[src/rtl/ptw_pkg.sv]
// Package: shared types of the page-table walker.
// Assumes: nothing beyond IEEE 1800-2017.
package ptw_pkg;

    typedef enum logic [2:0] {
        ST_IDLE,
        ST_REQ,
        ST_WAIT,
        ST_FILL,
        ST_FAULT
    } walk_state_e;

endpackage

[src/rtl/ptw_va_split.sv]
// Module: ptw_va_split
// Picks the table index used at the current walk level out of the virtual
// address. Level 0 takes the topmost index field.
// Assumes: lvl is always below LEVELS.
module ptw_va_split #(
    parameter int LEVELS = 2,
    parameter int IDX_W  = 10,
    parameter int OFF_W  = 12,
    parameter int VA_W   = OFF_W + LEVELS * IDX_W,
    parameter int LVL_W  = (LEVELS > 1) ? $clog2(LEVELS) : 1
) (
    input  logic [VA_W-1:0]  vaddr,
    input  logic [LVL_W-1:0] lvl,
    output logic [IDX_W-1:0] idx
);

    logic [IDX_W-1:0] field [LEVELS];

    // One slice per level, highest field first.
    for (genvar k = 0; k < LEVELS; k++) begin : g_field
        assign field[k] = vaddr[VA_W-1-k*IDX_W -: IDX_W];
    end

    // Select the field of the active level.
    always_comb idx = field[lvl];

endmodule

[src/rtl/ptw_entry_addr.sv]
// Module: ptw_entry_addr
// Forms the byte address of a table entry from the table base and the index.
// Assumes: entries are PTE_W bits, and PTE_W/8 is a power of two.
module ptw_entry_addr #(
    parameter int AW    = 32,
    parameter int IDX_W = 10,
    parameter int PTE_W = 32,
    parameter int SHIFT = $clog2(PTE_W / 8)
) (
    input  logic [AW-1:0]    table_base,
    input  logic [IDX_W-1:0] idx,
    output logic [AW-1:0]    entry_addr
);

    // Base plus index scaled by the entry size in bytes.
    always_comb entry_addr = table_base + (AW'(idx) << SHIFT);

endmodule

[src/rtl/ptw_seq.sv]
// Module: ptw_seq
// Walk sequencer. It captures a miss, issues one entry read per level, checks
// the present bit (bit 0) of each entry, and ends in a one-cycle fill or
// fault state.
// Assumes: one read is outstanding at most, and responses come in order.
module ptw_seq
    import ptw_pkg::*;
#(
    parameter int LEVELS = 2,
    parameter int OFF_W  = 12,
    parameter int VA_W   = 32,
    parameter int PTE_W  = 32,
    parameter int FR_W   = PTE_W - OFF_W,
    parameter int LVL_W  = (LEVELS > 1) ? $clog2(LEVELS) : 1
) (
    input  logic              clk,
    input  logic              rst_n,
    input  logic              miss_valid,
    input  logic [VA_W-1:0]   miss_vaddr,
    input  logic [PTE_W-1:0]  root_base,
    input  logic              mem_req_ready,
    input  logic              mem_rsp_valid,
    input  logic [PTE_W-1:0]  mem_rsp_data,
    output logic [VA_W-1:0]   vaddr_q,
    output logic [PTE_W-1:0]  table_base_q,
    output logic [LVL_W-1:0]  lvl_q,
    output logic [FR_W-1:0]   frame_q,
    output logic              req_valid,
    output logic              busy,
    output logic              fill_pulse,
    output logic              fault_pulse
);

    localparam logic [LVL_W-1:0] LAST_LVL = LVL_W'(LEVELS - 1);

    walk_state_e state_q;
    logic        present;
    logic [FR_W-1:0] rsp_frame;
    logic        unused_attr_bits;

    // Split the returned entry into present bit and frame.
    always_comb begin
        present   = mem_rsp_data[0];
        rsp_frame = mem_rsp_data[PTE_W-1:OFF_W];
    end
    assign unused_attr_bits = ^mem_rsp_data[OFF_W-1:1];

    // Walk state, level counter and captured walk context.
    always_ff @(posedge clk) begin
        if (!rst_n) begin
            state_q      <= ST_IDLE;
            vaddr_q      <= '0;
            table_base_q <= '0;
            lvl_q        <= '0;
            frame_q      <= '0;
        end else begin
            case (state_q)
                ST_IDLE: begin
                    if (miss_valid) begin
                        vaddr_q      <= miss_vaddr;
                        table_base_q <= root_base;
                        lvl_q        <= '0;
                        state_q      <= ST_REQ;
                    end
                end
                ST_REQ: begin
                    if (mem_req_ready) state_q <= ST_WAIT;
                end
                ST_WAIT: begin
                    if (mem_rsp_valid) begin
                        if (!present) begin
                            state_q <= ST_FAULT;
                        end else if (lvl_q == LAST_LVL) begin
                            frame_q <= rsp_frame;
                            state_q <= ST_FILL;
                        end else begin
                            table_base_q <= {rsp_frame, {OFF_W{1'b0}}};
                            lvl_q        <= lvl_q + 1'b1;
                            state_q      <= ST_REQ;
                        end
                    end
                end
                default: state_q <= ST_IDLE;
            endcase
        end
    end

    // Decode state into the handshake and pulse outputs.
    always_comb begin
        req_valid   = (state_q == ST_REQ);
        busy        = (state_q != ST_IDLE);
        fill_pulse  = (state_q == ST_FILL);
        fault_pulse = (state_q == ST_FAULT);
    end

endmodule

[src/rtl/ptw_engine.sv]
// Module: ptw_engine (top)
// Hardware page-table walker. It turns a translation miss into a chain of
// dependent entry reads and returns either a fill or a page fault.
// Assumes: table bases are aligned to 2**OFF_W bytes, and the memory port
// answers each accepted request with exactly one response.
module ptw_engine #(
    parameter int LEVELS = 2,
    parameter int IDX_W  = 10,
    parameter int OFF_W  = 12,
    parameter int PTE_W  = 32,
    parameter int VA_W   = OFF_W + LEVELS * IDX_W,
    parameter int VPN_W  = VA_W - OFF_W,
    parameter int FR_W   = PTE_W - OFF_W,
    parameter int LVL_W  = (LEVELS > 1) ? $clog2(LEVELS) : 1
) (
    input  logic              clk,
    input  logic              rst_n,
    input  logic              miss_valid,
    input  logic [VA_W-1:0]   miss_vaddr,
    input  logic [PTE_W-1:0]  root_base,
    output logic              busy,
    output logic              mem_req_valid,
    input  logic              mem_req_ready,
    output logic [PTE_W-1:0]  mem_req_addr,
    input  logic              mem_rsp_valid,
    input  logic [PTE_W-1:0]  mem_rsp_data,
    output logic              fill_valid,
    output logic [VPN_W-1:0]  fill_vpn,
    output logic [FR_W-1:0]   fill_pfn,
    output logic [PTE_W-1:0]  fill_paddr,
    output logic              fault_valid,
    output logic [VA_W-1:0]   fault_vaddr
);

    logic [VA_W-1:0]  vaddr_q;
    logic [PTE_W-1:0] table_base_q;
    logic [LVL_W-1:0] lvl_q;
    logic [FR_W-1:0]  frame_q;
    logic [IDX_W-1:0] cur_idx;

    ptw_seq #(
        .LEVELS(LEVELS), .OFF_W(OFF_W), .VA_W(VA_W), .PTE_W(PTE_W),
        .FR_W(FR_W), .LVL_W(LVL_W)
    ) u_seq (
        .clk          (clk),
        .rst_n        (rst_n),
        .miss_valid   (miss_valid),
        .miss_vaddr   (miss_vaddr),
        .root_base    (root_base),
        .mem_req_ready(mem_req_ready),
        .mem_rsp_valid(mem_rsp_valid),
        .mem_rsp_data (mem_rsp_data),
        .vaddr_q      (vaddr_q),
        .table_base_q (table_base_q),
        .lvl_q        (lvl_q),
        .frame_q      (frame_q),
        .req_valid    (mem_req_valid),
        .busy         (busy),
        .fill_pulse   (fill_valid),
        .fault_pulse  (fault_valid)
    );

    ptw_va_split #(
        .LEVELS(LEVELS), .IDX_W(IDX_W), .OFF_W(OFF_W), .VA_W(VA_W), .LVL_W(LVL_W)
    ) u_split (
        .vaddr(vaddr_q),
        .lvl  (lvl_q),
        .idx  (cur_idx)
    );

    ptw_entry_addr #(
        .AW(PTE_W), .IDX_W(IDX_W), .PTE_W(PTE_W)
    ) u_addr (
        .table_base(table_base_q),
        .idx       (cur_idx),
        .entry_addr(mem_req_addr)
    );

    // Fill and fault payloads come from the captured walk context.
    always_comb begin
        fill_vpn    = vaddr_q[VA_W-1:OFF_W];
        fill_pfn    = frame_q;
        fill_paddr  = {frame_q, vaddr_q[OFF_W-1:0]};
        fault_vaddr = vaddr_q;
    end

endmodule

[config.mk]
export PLATFORM = sky130hd
export DESIGN_NAME = ptw_engine
export DESIGN_NICKNAME = d
export VERILOG_FILES = /design/src/rtl/ptw_pkg.sv /design/src/rtl/ptw_va_split.sv /design/src/rtl/ptw_entry_addr.sv /design/src/rtl/ptw_seq.sv /design/src/rtl/ptw_engine.sv
export SDC_FILE = /design/constraint.sdc
export NUM_CORES = 1
export LEC_CHECK = 0
export ABC_CLOCK_PERIOD_IN_PS = 3800
export BUFFER_PORTS_ARGS = -buffer_cell sky130_fd_sc_hd__buf_2
export CORE_ASPECT_RATIO = 0.6
export CORE_MARGIN = 4
export CORE_UTILIZATION = 47
export DETAILED_ROUTE_END_ITERATION = 16
export MAX_ROUTING_LAYER = met4
export PLACE_DENSITY = 0.79
export SLEW_MARGIN = 5
export SYNTH_ARGS = -nofsm -noshare
export SYNTH_HDL_FRONTEND = slang
export SYNTH_SLANG_ARGS = --single-unit
[constraint.sdc]
create_clock -name clk -period 3.8 [get_ports clk]
set_input_delay 0.38 -clock clk [delete_from_list [all_inputs] [get_ports clk]]
set_output_delay 0.38 -clock clk [all_outputs]
set_load 0.05 [all_outputs]
==> flow_results.xml, run 1 <==
<?xml version="1.0" encoding="UTF-8"?>
<metrics>
  <group name="floorplanning">
    <metric name="floorplan.initialDensity" unit="%">48.8</metric>
    <metric name="dieArea" unit="mm2">0.0121</metric>
    <metric name="floorplan.rows" unit="">28</metric>
    <metric name="fp.coreArea" unit="mm2">0.00998</metric>
    <metric name="die_w" unit="um">139</metric>
    <metric name="floorplan.io_pins" unit="">241</metric>
    <metric name="die_h" unit="um">86.9</metric>
  </group>
  <group name="critical_path">
    <metric name="cp-start-kind" unit="">flop</metric>
    <metric name="worst_ep_required_time" unit="ps">3420</metric>
    <metric name="buf_inv_stages_crit_path" unit="">1</metric>
    <metric name="reg2reg_to" unit="">u_seq.table_base_q[28]</metric>
    <metric name="crit_path_max_incr_delay" unit="ps">450</metric>
    <metric name="cp_slowest_cell" unit="">fa_1</metric>
    <metric name="cp_data_arrival_time" unit="ps">3260</metric>
    <metric name="reg2reg_from" unit="">u_seq.state_q[1]</metric>
    <metric name="worstPathCellList" unit="">mux2_2 &gt; ha_1 &gt; fa_1 &gt; a211oi_2 &gt; o211ai_1 &gt; a221oi_2 &gt; nor2_2 &gt; nand2_1 &gt; xnor2_1 &gt; buf_2</metric>
    <metric name="timing.critical_path.to_type" unit="">primary output</metric>
    <metric name="crit_path_max_fanout" unit="">6</metric>
    <metric name="critPathTopFamily" unit="">compound AO/OA/AOI/OAI gates</metric>
    <metric name="timing.critical_path.depth" unit="">10</metric>
    <metric name="worst_reg2reg_setup_slack" unit="ps">1140</metric>
    <metric name="r2r_cells" unit="">7</metric>
    <metric name="criticalPathCategory" unit="">reg -&gt; out</metric>
  </group>
  <group name="grt">
    <metric name="grt_max_degree" unit="">57</metric>
    <metric name="grt.overflow.total" unit="">0</metric>
    <metric name="grt.total_usage" unit="%">23.0</metric>
    <metric name="grt_pass1_wl" unit="um">22000</metric>
    <metric name="grt_pass1_vias" unit="">4382</metric>
    <metric name="grt_antenna_before_repair" unit="">0</metric>
  </group>
  <group name="clocking">
    <metric name="clk-insertion-delay-late" unit="ps">330</metric>
    <metric name="cts_resized" unit="">0</metric>
    <metric name="cts.hold.buffers_added" unit="">0</metric>
    <metric name="tritoncts" unit="">built</metric>
    <metric name="clock_tree_buffer_depth" unit="">2</metric>
    <metric name="clockRootBuffer" unit="">clkbuf_16</metric>
    <metric name="cts.sinks" unit="">88</metric>
    <metric name="clkSlewWorstSetupHoldPaths" unit="ps">60</metric>
    <metric name="cts.htree.levels" unit="">3</metric>
    <metric name="cts_setup_buffers" unit="">0</metric>
    <metric name="numCtsBuffers" unit="">9</metric>
  </group>
  <group name="layout">
    <metric name="finish.net_count" unit="">855</metric>
    <metric name="multiInputGateArea" unit="mm2">0.00252</metric>
    <metric name="layout.cells.most_common" unit="">buf_2</metric>
    <metric name="finish.utilization" unit="%">60.8</metric>
    <metric name="area_delta_synth_final" unit="%">24.6</metric>
    <metric name="post_layout_nonfiller_instances" unit="">883</metric>
    <metric name="layout.cell_area.non_filler" unit="mm2">0.00607</metric>
    <metric name="n_antenna_cell" unit="">0</metric>
    <metric name="final-seq-area" unit="mm2">0.00176</metric>
    <metric name="mostFrequentLayoutCells" unit="">buf_2 (221), nand2_1 (148), dfxtp_1 (87)</metric>
    <metric name="drive_above_1_share" unit="%">36.2</metric>
    <metric name="fill_cells" unit="">918</metric>
  </group>
  <group name="sta">
    <metric name="max_freq" unit="MHz">274</metric>
    <metric name="finalSetupViolCount" unit="">0</metric>
    <metric name="fin_crit_sh" unit="%">95.9</metric>
    <metric name="unrepaired_setup_endpoints_after_global_routing" unit="">false</metric>
    <metric name="timing.clock.skew" unit="ps">3.67</metric>
    <metric name="slew-limit-headroom" unit="%">34.5</metric>
    <metric name="setup-tns-final" unit="ps">0</metric>
    <metric name="timing_hold_violations_final" unit="">0</metric>
    <metric name="timing_worst_slew_pin_value" unit="ps">979</metric>
    <metric name="timing.final.crit_period" unit="ps">3640</metric>
    <metric name="max_slew_vio_count" unit="">0</metric>
  </group>
  <group name="placement">
    <metric name="dpl-instance-area" unit="mm2">0.00572</metric>
    <metric name="globalplace.congestion" unit="">0.900</metric>
    <metric name="port_buffers" unit="">229</metric>
    <metric name="dp_cells" unit="">867</metric>
    <metric name="dp_hpwl" unit="um">11000</metric>
  </group>
  <group name="route">
    <metric name="wl_per_cell" unit="um">16.1</metric>
    <metric name="dr_total_vias" unit="">4604</metric>
    <metric name="detailedRoute.firstPassIterationCount" unit="">5</metric>
    <metric name="vias_per_cell" unit="">5.21</metric>
    <metric name="finalWirelength" unit="um">14200</metric>
    <metric name="number_of_antenna_violating_nets_in_the_routed_design" unit="">0</metric>
    <metric name="drt_drc_violations_left" unit="">0</metric>
    <metric name="dr.first_iter.drc_count" unit="">322</metric>
  </group>
  <group name="worst_hold_path">
    <metric name="holdCritStartpoint" unit="">miss_vaddr[5]</metric>
    <metric name="hold_class" unit="">in -&gt; reg</metric>
    <metric name="timing.hold.worst_path_depth" unit="">3</metric>
    <metric name="worstHoldEndpoint" unit="">u_seq.vaddr_q[5]</metric>
  </group>
  <group name="logic_synthesis">
    <metric name="mappedNetlistNets" unit="">696</metric>
    <metric name="synth-main-ff-cell" unit="">dfxtp_1</metric>
    <metric name="synth.distinct_cells" unit="">41</metric>
    <metric name="synth_edf_count" unit="">0</metric>
    <metric name="netlist_instances" unit="">584</metric>
    <metric name="ys_warn_count" unit="">0</metric>
    <metric name="ys_ff_latch" unit="">88</metric>
    <metric name="postSynth.asyncResetShare" unit="%">0</metric>
    <metric name="synth_area" unit="mm2">0.00487</metric>
    <metric name="syn_area_per_cell" unit="um2">8.34</metric>
    <metric name="synth.yosys.seq_area_share" unit="%">36.2</metric>
  </group>
  <group name="power">
    <metric name="leakagePower" unit="nW">3.06</metric>
    <metric name="vdd.ir_drop.worst" unit="V">0.000262</metric>
    <metric name="power-per-cell-area" unit="mW/mm2">488</metric>
  </group>
  <group name="job">
    <metric name="max_cap_violations" unit="">0</metric>
  </group>
  <group name="outcome">
    <metric name="status" unit="">finished clean</metric>
  </group>
</metrics>
area by class of cell:
type,instances,area share (%)
clock buffer,13,4.62
tap,135,2.78
clock inverter,3,0.783
timing repair buffer,238,20.6
multi-input combinational,396,41.6
inverter,10,0.618
sequential,88,29.0
metrics by stage:
stage	total power [W]	hold WS, ps	setup slack, ps
finish	0.00296	296	156
global placement	0.00201	434	469
global route	0.00310	291	9.56
CTS	0.00299	278	55.7
detailed placement	0.00203	448	443
floorplan	0.00182	431	26.3
cells in the mapped netlist, types with 2 or more instances:
cell type,count,area share (%)
a21boi_0,54,8.3
a21boi_1,10,1.5
a21o_1,3,0.46
a21oi_1,14,1.4
and3_1,5,0.64
buf_2,12,1.2
buf_4,55,8.5
clkbuf_1,23,1.8
dfxtp_1,88,36
ha_1,10,2.6
inv_1,10,0.77
mux2_2,10,2.3
mux2i_1,20,4.1
nand2_1,148,11
nand3_1,16,1.6
nand3b_1,2,0.31
nand4_1,2,0.26
nor2_1,14,1.1
nor2b_1,2,0.26
nor3_1,2,0.21
nor3b_1,3,0.46
o2111ai_1,2,0.36
o211a_1,20,4.1
o211ai_1,5,0.77
o21ai_0,12,1.2
xnor2_1,21,3.8
xor2_1,7,1.3
sequential cells by signal, indices dropped and copies added, names as in the netlist:
signal	cells
u_seq.frame_q	20
u_seq.vaddr_q	32
u_seq.state_q	3
u_seq.table_base_q	32
u_seq.lvl_q	1
tightest hold or removal path: cells and delay by family:
family	cells	cell delay, ps
and+or+nand+nor	1	40
buffers and inverters	1	90
AOI/OAI and AO/OA	1	60
cell families (layout without fill, tap and decap cells):
| kind of cell | after synthesis | count (layout) | share of synthesized area (%) |
|---|---|---|---|
| fa+ha+maj | 11 | 11 | 2.98 |
| compound gates | 127 | 127 | 19.6 |
| buf+inv | 100 | 264 | 12.2 |
| xor+xnor | 28 | 28 | 5.03 |
| simple gates | 200 | 200 | 17.5 |
| mux | 30 | 30 | 6.42 |
| flops | 88 | 88 | 36.2 |
layer usage:
layer | up-vias | GRT usage, % | share of wire (%)
li1 | 2226 | - | -
met1 | 2176 | 31.2 | 45
met2 | 180 | 34.8 | 46
met3 | 22 | 5.54 | 7.4
met4 | 0 | 5.77 | 1.4
met5 | - | - | 0
power breakdown:
group          internal, W  switching, W  total [W]
Combinational     0.000271      0.000675   0.000946
Clock             0.000584      0.000357   0.000940
Sequential        0.000996     0.0000814    0.00108
Total              0.00185       0.00111    0.00296
how the worst max path moves through the flow:
stage,from,to
floorplan,u_seq.lvl_q,mem_req_addr[14]
global placement,u_seq.lvl_q,mem_req_addr[22]
detailed placement,u_seq.lvl_q,mem_req_addr[22]
CTS,u_seq.lvl_q,mem_req_addr[22]
global route,u_seq.lvl_q,mem_req_addr[18]
finish,u_seq.lvl_q,mem_req_addr[20]
No activity file was read; power rests on OpenSTA's default activity.
==> run 2: changes to the inputs <==
--- a/config.mk
+++ b/config.mk
@@ -13,6 +13,7 @@
 export DETAILED_ROUTE_END_ITERATION = 16
 export MAX_ROUTING_LAYER = met4
 export PLACE_DENSITY = 0.79
+export RECOVER_POWER = 25
 export SLEW_MARGIN = 5
 export SYNTH_ARGS = -nofsm -noshare
 export SYNTH_HDL_FRONTEND = slang
==> run 2 against run 1 <==
Net effect:
- critical path depth stayed put
- global-route usage did not move
- non-clock buffer count unchanged
- fmax grew 0.19%
- wire length is 0.12% lower
- via count up 0.65%
- sequential share of layout area is 0.35 points higher
- final cell count did not move
- combinational power fell by 0.8%
- worst setup slack better by 6.8 ps
- power decreased by 0.22%
- design area down 1.2%
- critical path type unchanged
- highest routed layer unchanged
==> flow_results.xml, run 2 (synthesized netlist as in run 1, its figures left out) <==
<?xml version="1.0" encoding="UTF-8"?>
<metrics>
  <group name="outcome">
    <metric name="status" unit="">finished clean</metric>
  </group>
  <group name="power">
    <metric name="netSwitchingFraction" unit="%">37.7</metric>
    <metric name="leakagePower" unit="nW">2.82</metric>
    <metric name="power_report.internal_total" unit="W">0.00184</metric>
    <metric name="power.share.combinational" unit="%">31.7</metric>
    <metric name="clock_power_share" unit="%">31.8</metric>
    <metric name="power-per-cell-area" unit="mW/mm2">493</metric>
    <metric name="total_switching_power" unit="W">0.00111</metric>
    <metric name="power.sequential.fraction" unit="%">36.5</metric>
    <metric name="vdd.ir_drop.worst" unit="V">0.000262</metric>
  </group>
  <group name="critical_path">
    <metric name="critPathTopFamily" unit="">compound AO/OA/AOI/OAI gates</metric>
    <metric name="crit_path_max_incr_delay" unit="ps">440</metric>
    <metric name="cp_slowest_cell" unit="">fa_1</metric>
    <metric name="cp_data_arrival_time" unit="ps">3260</metric>
    <metric name="crit_path_max_fanout" unit="">6</metric>
    <metric name="reg2reg_from" unit="">u_seq.state_q[1]</metric>
    <metric name="worstPathCellList" unit="">mux2_2 &gt; ha_1 &gt; fa_1 &gt; a211oi_2 &gt; o211ai_1 &gt; a221oi_2 &gt; nor2_2 &gt; nand2_1 &gt; xnor2_1 &gt; buf_2</metric>
    <metric name="timing.critical_path.to_type" unit="">primary output</metric>
    <metric name="buf_inv_stages_crit_path" unit="">1</metric>
    <metric name="criticalPathCategory" unit="">reg -&gt; out</metric>
    <metric name="cp-start-kind" unit="">flop</metric>
    <metric name="r2r_cells" unit="">7</metric>
    <metric name="reg2reg_to" unit="">u_seq.table_base_q[28]</metric>
    <metric name="worst_reg2reg_setup_slack" unit="ps">1140</metric>
    <metric name="worst_ep_required_time" unit="ps">3420</metric>
  </group>
  <group name="worst_hold_path">
    <metric name="hold_class" unit="">in -&gt; reg</metric>
    <metric name="worstHoldEndpoint" unit="">u_seq.vaddr_q[5]</metric>
    <metric name="holdCritStartpoint" unit="">miss_vaddr[5]</metric>
    <metric name="timing.hold.worst_path_depth" unit="">3</metric>
  </group>
  <group name="route">
    <metric name="dr.first_iter.drc_count" unit="">336</metric>
    <metric name="wl_per_cell" unit="um">16.0</metric>
    <metric name="detailedRoute.firstPassIterationCount" unit="">4</metric>
    <metric name="dr_total_vias" unit="">4634</metric>
    <metric name="vias_per_cell" unit="">5.25</metric>
    <metric name="drt_drc_violations_left" unit="">0</metric>
    <metric name="finalWirelength" unit="um">14200</metric>
    <metric name="number_of_antenna_violating_nets_in_the_routed_design" unit="">0</metric>
  </group>
  <group name="grt">
    <metric name="grt.total_usage" unit="%">23.0</metric>
    <metric name="grt_pass1_wl" unit="um">22000</metric>
    <metric name="grt.overflow.total" unit="">0</metric>
    <metric name="grt_antenna_before_repair" unit="">0</metric>
    <metric name="grt_max_degree" unit="">57</metric>
    <metric name="grt_pass1_vias" unit="">4382</metric>
  </group>
  <group name="sta">
    <metric name="finalSetupViolCount" unit="">0</metric>
    <metric name="setup-tns-final" unit="ps">0</metric>
    <metric name="timing_hold_violations_final" unit="">0</metric>
    <metric name="fin_crit_sh" unit="%">95.7</metric>
    <metric name="max_freq" unit="MHz">275</metric>
    <metric name="max_slew_vio_count" unit="">0</metric>
    <metric name="worst_hold_slack" unit="ps">296</metric>
    <metric name="timing.final.crit_period" unit="ps">3640</metric>
    <metric name="timing_worst_slew_pin_value" unit="ps">952</metric>
    <metric name="timing.clock.skew" unit="ps">4.65</metric>
    <metric name="slew-limit-headroom" unit="%">36.4</metric>
    <metric name="unrepaired_setup_endpoints_after_global_routing" unit="">false</metric>
  </group>
  <group name="placement">
    <metric name="port_buffers" unit="">229</metric>
    <metric name="dp_hpwl" unit="um">11000</metric>
    <metric name="globalplace.congestion" unit="">0.900</metric>
  </group>
  <group name="clocking">
    <metric name="cts_setup_buffers" unit="">0</metric>
    <metric name="tritoncts" unit="">built</metric>
    <metric name="numCtsBuffers" unit="">9</metric>
    <metric name="cts.sinks" unit="">88</metric>
    <metric name="clock_tree_buffer_depth" unit="">2</metric>
    <metric name="cts.htree.levels" unit="">3</metric>
    <metric name="clockRootBuffer" unit="">clkbuf_16</metric>
    <metric name="clkSlewWorstSetupHoldPaths" unit="ps">60</metric>
    <metric name="clk-insertion-delay-late" unit="ps">330</metric>
  </group>
  <group name="floorplanning">
    <metric name="die_w" unit="um">139</metric>
    <metric name="floorplan.rows" unit="">28</metric>
    <metric name="die_h" unit="um">86.9</metric>
    <metric name="floorplan.io_pins" unit="">241</metric>
    <metric name="fp.coreArea" unit="mm2">0.00998</metric>
    <metric name="dieArea" unit="mm2">0.0121</metric>
    <metric name="floorplan.initialDensity" unit="%">48.8</metric>
  </group>
  <group name="layout">
    <metric name="n_antenna_cell" unit="">0</metric>
    <metric name="area_delta_synth_final" unit="%">23.1</metric>
    <metric name="finish.net_count" unit="">855</metric>
    <metric name="layout.cells.most_common" unit="">buf_2</metric>
    <metric name="drive_above_1_share" unit="%">28.6</metric>
    <metric name="mostFrequentLayoutCells" unit="">buf_2 (164), nand2_1 (148), dfxtp_1 (87)</metric>
    <metric name="biggestRegsByFlops" unit="">u_seq.table_base_q: 32 flops, u_seq.vaddr_q: 32 flops, u_seq.frame_q: 20 flops</metric>
  </group>
  <group name="job">
    <metric name="max_cap_violations" unit="">0</metric>
  </group>
</metrics>
==> run 2: worst max path at each step <==
stage	from	endpoint	slack, ps	cells after the start
finish	u_seq.lvl_q	mem_req_addr[20]	160	10
floorplan	u_seq.lvl_q	mem_req_addr[14]	30	10
global route	u_seq.lvl_q	mem_req_addr[18]	10	10
detailed placement	u_seq.lvl_q	mem_req_addr[22]	440	10
global placement	u_seq.lvl_q	mem_req_addr[22]	470	10
CTS	u_seq.lvl_q	mem_req_addr[22]	60	10
==> run 2: routing by layer <==
| metal | share of wire (%) | vias to the layer above | GRT usage [%] |
|---|---|---|---|
| met4 | 1.3 | 0 | 5.77 |
| li1 | - | 2227 | - |
| met2 | 46 | 194 | 34.8 |
| met5 | 0 | - | - |
| met3 | 8.1 | 22 | 5.54 |
| met1 | 45 | 2191 | 31.2 |
==> run 2: cell type report <==
cell class / instances / area, um2
Timing Repair Buffer: 238 / 1180
Tap cell: 135 / 169
Clock buffer: 13 / 280
Fill cell: 953 / 3990
Inverter: 10 / 37.5
Clock inverter: 3 / 47.5
Sequential cell: 88 / 1760
Multi-Input combinational cell: 396 / 2520
==> run 2: what timing repair did <==
action	4_1_cts	5_1_grt
setup endpoints to repair	0	14
gates resized for setup	0	15
hold buffers	0	0
==> run 2: power groups by stage <==
| stage | sequential, W | combinational, W | clock (W) |
|---|---|---|---|
| after global routing | 0.00109 | 0.000994 | 0.00101 |
| after floorplan | 0.00117 | 0.000656 | 0 |
| final | 0.00108 | 0.000938 | 0.000941 |
| after CTS | 0.00107 | 0.000941 | 0.000971 |
| after detailed placement | 0.00109 | 0.000939 | 0 |
| after global placement | 0.00109 | 0.000924 | 0 |
==> run 2: stage by stage <==
stage               cell area [um2]  power, W  setup WS [ps]  cells  util, %
floorplan                      4870   0.00182           26.3    584        -
global placement               5720   0.00201            469    867     57.3
detailed placement             5720   0.00203            443    867     57.3
CTS                            6050   0.00299           55.7    883     60.6
global route                   6000   0.00309           9.56    883     60.1
finish                         6000   0.00296            163    883     60.1
==> run 2: worst reg2reg max path: cells and delay by family, from the launching register on <==
family	cells	cell delay (ps)
AO/OA/AOI/OAI	2	530
AND/OR/NAND/NOR	3	640
flip-flops	1	580
buffers and inverters	2	810
==> run 3: changes to the inputs <==
--- a/config.mk
+++ b/config.mk
@@ -12,7 +12,7 @@
 export CORE_UTILIZATION = 47
 export DETAILED_ROUTE_END_ITERATION = 16
 export MAX_ROUTING_LAYER = met4
-export PLACE_DENSITY = 0.79
+export PLACE_DENSITY = 0.82
 export RECOVER_POWER = 25
 export SLEW_MARGIN = 5
 export SYNTH_ARGS = -nofsm -noshare
==> run 3 against run 2 <==
Net effect:
- via count up 0.54%
- clock skew up 2.6 ps
- register-to-register slack better by 140 ps
- flip-flop and latch count unchanged
- global-route usage up 0.61 points
- die area unchanged
- wire length up 0.94%
- sequential share of layout area up 0.21 points
- fmax up 1.1%
- critical endpoint is now mem_req_addr[18]
- count of clock-buffer cells in the layout down 4
==> flow_results.xml, run 3 (synthesized netlist as in run 1, its figures left out) <==
<?xml version="1.0" encoding="UTF-8"?>
<metrics>
  <group name="outcome">
    <metric name="status" unit="">finished clean</metric>
  </group>
  <group name="floorplanning">
    <metric name="floorplan.rows" unit="">28</metric>
    <metric name="die_w" unit="um">139</metric>
    <metric name="die_h" unit="um">86.9</metric>
    <metric name="dieArea" unit="mm2">0.0121</metric>
    <metric name="floorplan.initialDensity" unit="%">48.8</metric>
    <metric name="fp.coreArea" unit="mm2">0.00998</metric>
    <metric name="floorplan.io_pins" unit="">241</metric>
  </group>
  <group name="sta">
    <metric name="worst_hold_slack" unit="ps">300</metric>
    <metric name="max_freq" unit="MHz">278</metric>
    <metric name="finalSetupViolCount" unit="">0</metric>
    <metric name="setup-tns-final" unit="ps">0</metric>
    <metric name="slew-limit-headroom" unit="%">34.5</metric>
    <metric name="timing.clock.skew" unit="ps">7.23</metric>
    <metric name="timing_worst_slew_pin_value" unit="ps">983</metric>
    <metric name="fin_crit_sh" unit="%">94.6</metric>
    <metric name="timing_hold_violations_final" unit="">0</metric>
    <metric name="max_slew_vio_count" unit="">0</metric>
    <metric name="unrepaired_setup_endpoints_after_global_routing" unit="">false</metric>
    <metric name="timing.final.crit_period" unit="ps">3600</metric>
  </group>
  <group name="job">
    <metric name="max_cap_violations" unit="">0</metric>
  </group>
  <group name="layout">
    <metric name="finish.utilization" unit="%">59.6</metric>
    <metric name="drive_above_1_share" unit="%">28.6</metric>
    <metric name="layout.cell_area.non_filler" unit="mm2">0.00595</metric>
    <metric name="n_antenna_cell" unit="">0</metric>
    <metric name="finish.net_count" unit="">856</metric>
    <metric name="layout.cells.most_common" unit="">buf_2</metric>
    <metric name="biggestRegsByFlops" unit="">u_seq.table_base_q: 32 flops, u_seq.vaddr_q: 32 flops, u_seq.frame_q: 20 flops</metric>
    <metric name="mostFrequentLayoutCells" unit="">buf_2 (165), nand2_1 (148), dfxtp_1 (88)</metric>
    <metric name="area_delta_synth_final" unit="%">22.2</metric>
    <metric name="fill_cells" unit="">947</metric>
    <metric name="post_layout_nonfiller_instances" unit="">884</metric>
  </group>
  <group name="route">
    <metric name="wl_per_cell" unit="um">16.2</metric>
    <metric name="dr.first_iter.drc_count" unit="">285</metric>
    <metric name="detailedRoute.firstPassIterationCount" unit="">6</metric>
    <metric name="number_of_antenna_violating_nets_in_the_routed_design" unit="">0</metric>
    <metric name="dr_total_vias" unit="">4659</metric>
    <metric name="drt_drc_violations_left" unit="">0</metric>
    <metric name="vias_per_cell" unit="">5.27</metric>
    <metric name="finalWirelength" unit="um">14300</metric>
  </group>
  <group name="clocking">
    <metric name="cts.hold.buffers_added" unit="">0</metric>
    <metric name="clockRootBuffer" unit="">clkbuf_16</metric>
    <metric name="clock_tree_buffer_depth" unit="">2</metric>
    <metric name="cts.htree.levels" unit="">3</metric>
    <metric name="numCtsBuffers" unit="">9</metric>
    <metric name="clk-insertion-delay-late" unit="ps">330</metric>
    <metric name="clkSlewWorstSetupHoldPaths" unit="ps">70</metric>
    <metric name="tritoncts" unit="">built</metric>
    <metric name="cts.sinks" unit="">88</metric>
  </group>
  <group name="critical_path">
    <metric name="cp_data_arrival_time" unit="ps">3220</metric>
    <metric name="worst_ep_required_time" unit="ps">3420</metric>
    <metric name="cp-start-kind" unit="">flop</metric>
    <metric name="crit_path_max_fanout" unit="">4</metric>
    <metric name="timing.critical_path.to_type" unit="">primary output</metric>
    <metric name="criticalPathCategory" unit="">reg -&gt; out</metric>
  </group>
  <group name="power">
    <metric name="power.share.combinational" unit="%">33.0</metric>
    <metric name="netSwitchingFraction" unit="%">40.1</metric>
    <metric name="clock_power_share" unit="%">29.1</metric>
    <metric name="vdd.ir_drop.worst" unit="V">0.000280</metric>
    <metric name="power.sequential.fraction" unit="%">37.9</metric>
    <metric name="power_report.internal_total" unit="W">0.00171</metric>
    <metric name="power-per-cell-area" unit="mW/mm2">479</metric>
    <metric name="total_switching_power" unit="W">0.00114</metric>
    <metric name="leakagePower" unit="nW">2.80</metric>
  </group>
  <group name="placement">
    <metric name="dp_hpwl" unit="um">11200</metric>
    <metric name="dpl-instance-area" unit="mm2">0.00572</metric>
    <metric name="globalplace.congestion" unit="">0.888</metric>
    <metric name="dp_cells" unit="">867</metric>
    <metric name="port_buffers" unit="">229</metric>
  </group>
  <group name="worst_hold_path">
    <metric name="hold_class" unit="">in -&gt; reg</metric>
  </group>
  <group name="grt">
    <metric name="grt_max_degree" unit="">64</metric>
    <metric name="grt_antenna_before_repair" unit="">0</metric>
    <metric name="grt_pass1_wl" unit="um">22400</metric>
    <metric name="grt_pass1_vias" unit="">4421</metric>
    <metric name="grt.total_usage" unit="%">23.6</metric>
    <metric name="grt.overflow.total" unit="">0</metric>
  </group>
</metrics>
## run 3: changes by cell type in the layout (fill, tap and decap cells not counted), moves of 2 or more
cell / change
buf_4: -2
clkbuf_8: -4
clkbuf_4: +2
clkinv_2: +2
inv_6: +3
## run 3: routing by layer
metal,vias to the layer above,share of wire [%],global-route usage (%)
li1,2242,-,-
met1,2195,45,31.8
met2,206,45,36.7
met3,16,8.4,5.16
met4,0,1.2,5.33
met5,-,0,-
## run 3: worst paths after layout
path                                             from                     end  slack, ps  cells past startpoint
worst max-delay path                      u_seq.lvl_q        mem_req_addr[18]        200                     10
worst min-delay path                   miss_vaddr[14]       u_seq.vaddr_q[14]        300                      3
worst max register to register       u_seq.state_q[1]  u_seq.table_base_q[29]       1280                      7
worst min register to register  u_seq.table_base_q[1]   u_seq.table_base_q[1]        460                      2
## run 3: layout make-up
type	instances	area, um2	share of cell area, %
sequential	88	1760	29.6
multi-input combinational	396	2520	42.4
timing repair buffer	239	1180	19.9
inverter	10	37.5	0.631
clock buffer	9	225	3.78
tap	135	169	2.84
clock inverter	7	52.6	0.883
## run 3: power by group through the flow
stage	clock (W)	combinational (W)	sequential [W]
after floorplan	0	0.000656	0.00117
after global placement	0	0.000923	0.00109
after detailed placement	0	0.000942	0.00110
after CTS	0.000853	0.000945	0.00108
after global routing	0.000893	0.000999	0.00109
final	0.000829	0.000940	0.00108
## run 3: critical path, cell delays in order, from the launching register on
cell      delay [ps]
dfxtp_1          400
mux2_2           360
ha_1             220
fa_1             450
a211oi_2         280
o211ai_1         180
a221oi_2         340
buf_4            190
nor2_1            50
xor2_1           160
clkbuf_4         270
## run 3: through the flow
| step | worst slack (ps) | power, W |
|---|---|---|
| after floorplan | 26.3 | 0.00182 |
| after global placement | 560 | 0.00201 |
| after detailed placement | 507 | 0.00204 |
| after CTS | 129 | 0.00287 |
| after global routing | 12.1 | 0.00298 |
| final | 204 | 0.00285 |
## run 3: repair_timing
action	4_1_cts	5_1_grt
resized for setup	0	9
buffers inserted	0	1
setup endpoints to repair	0	12
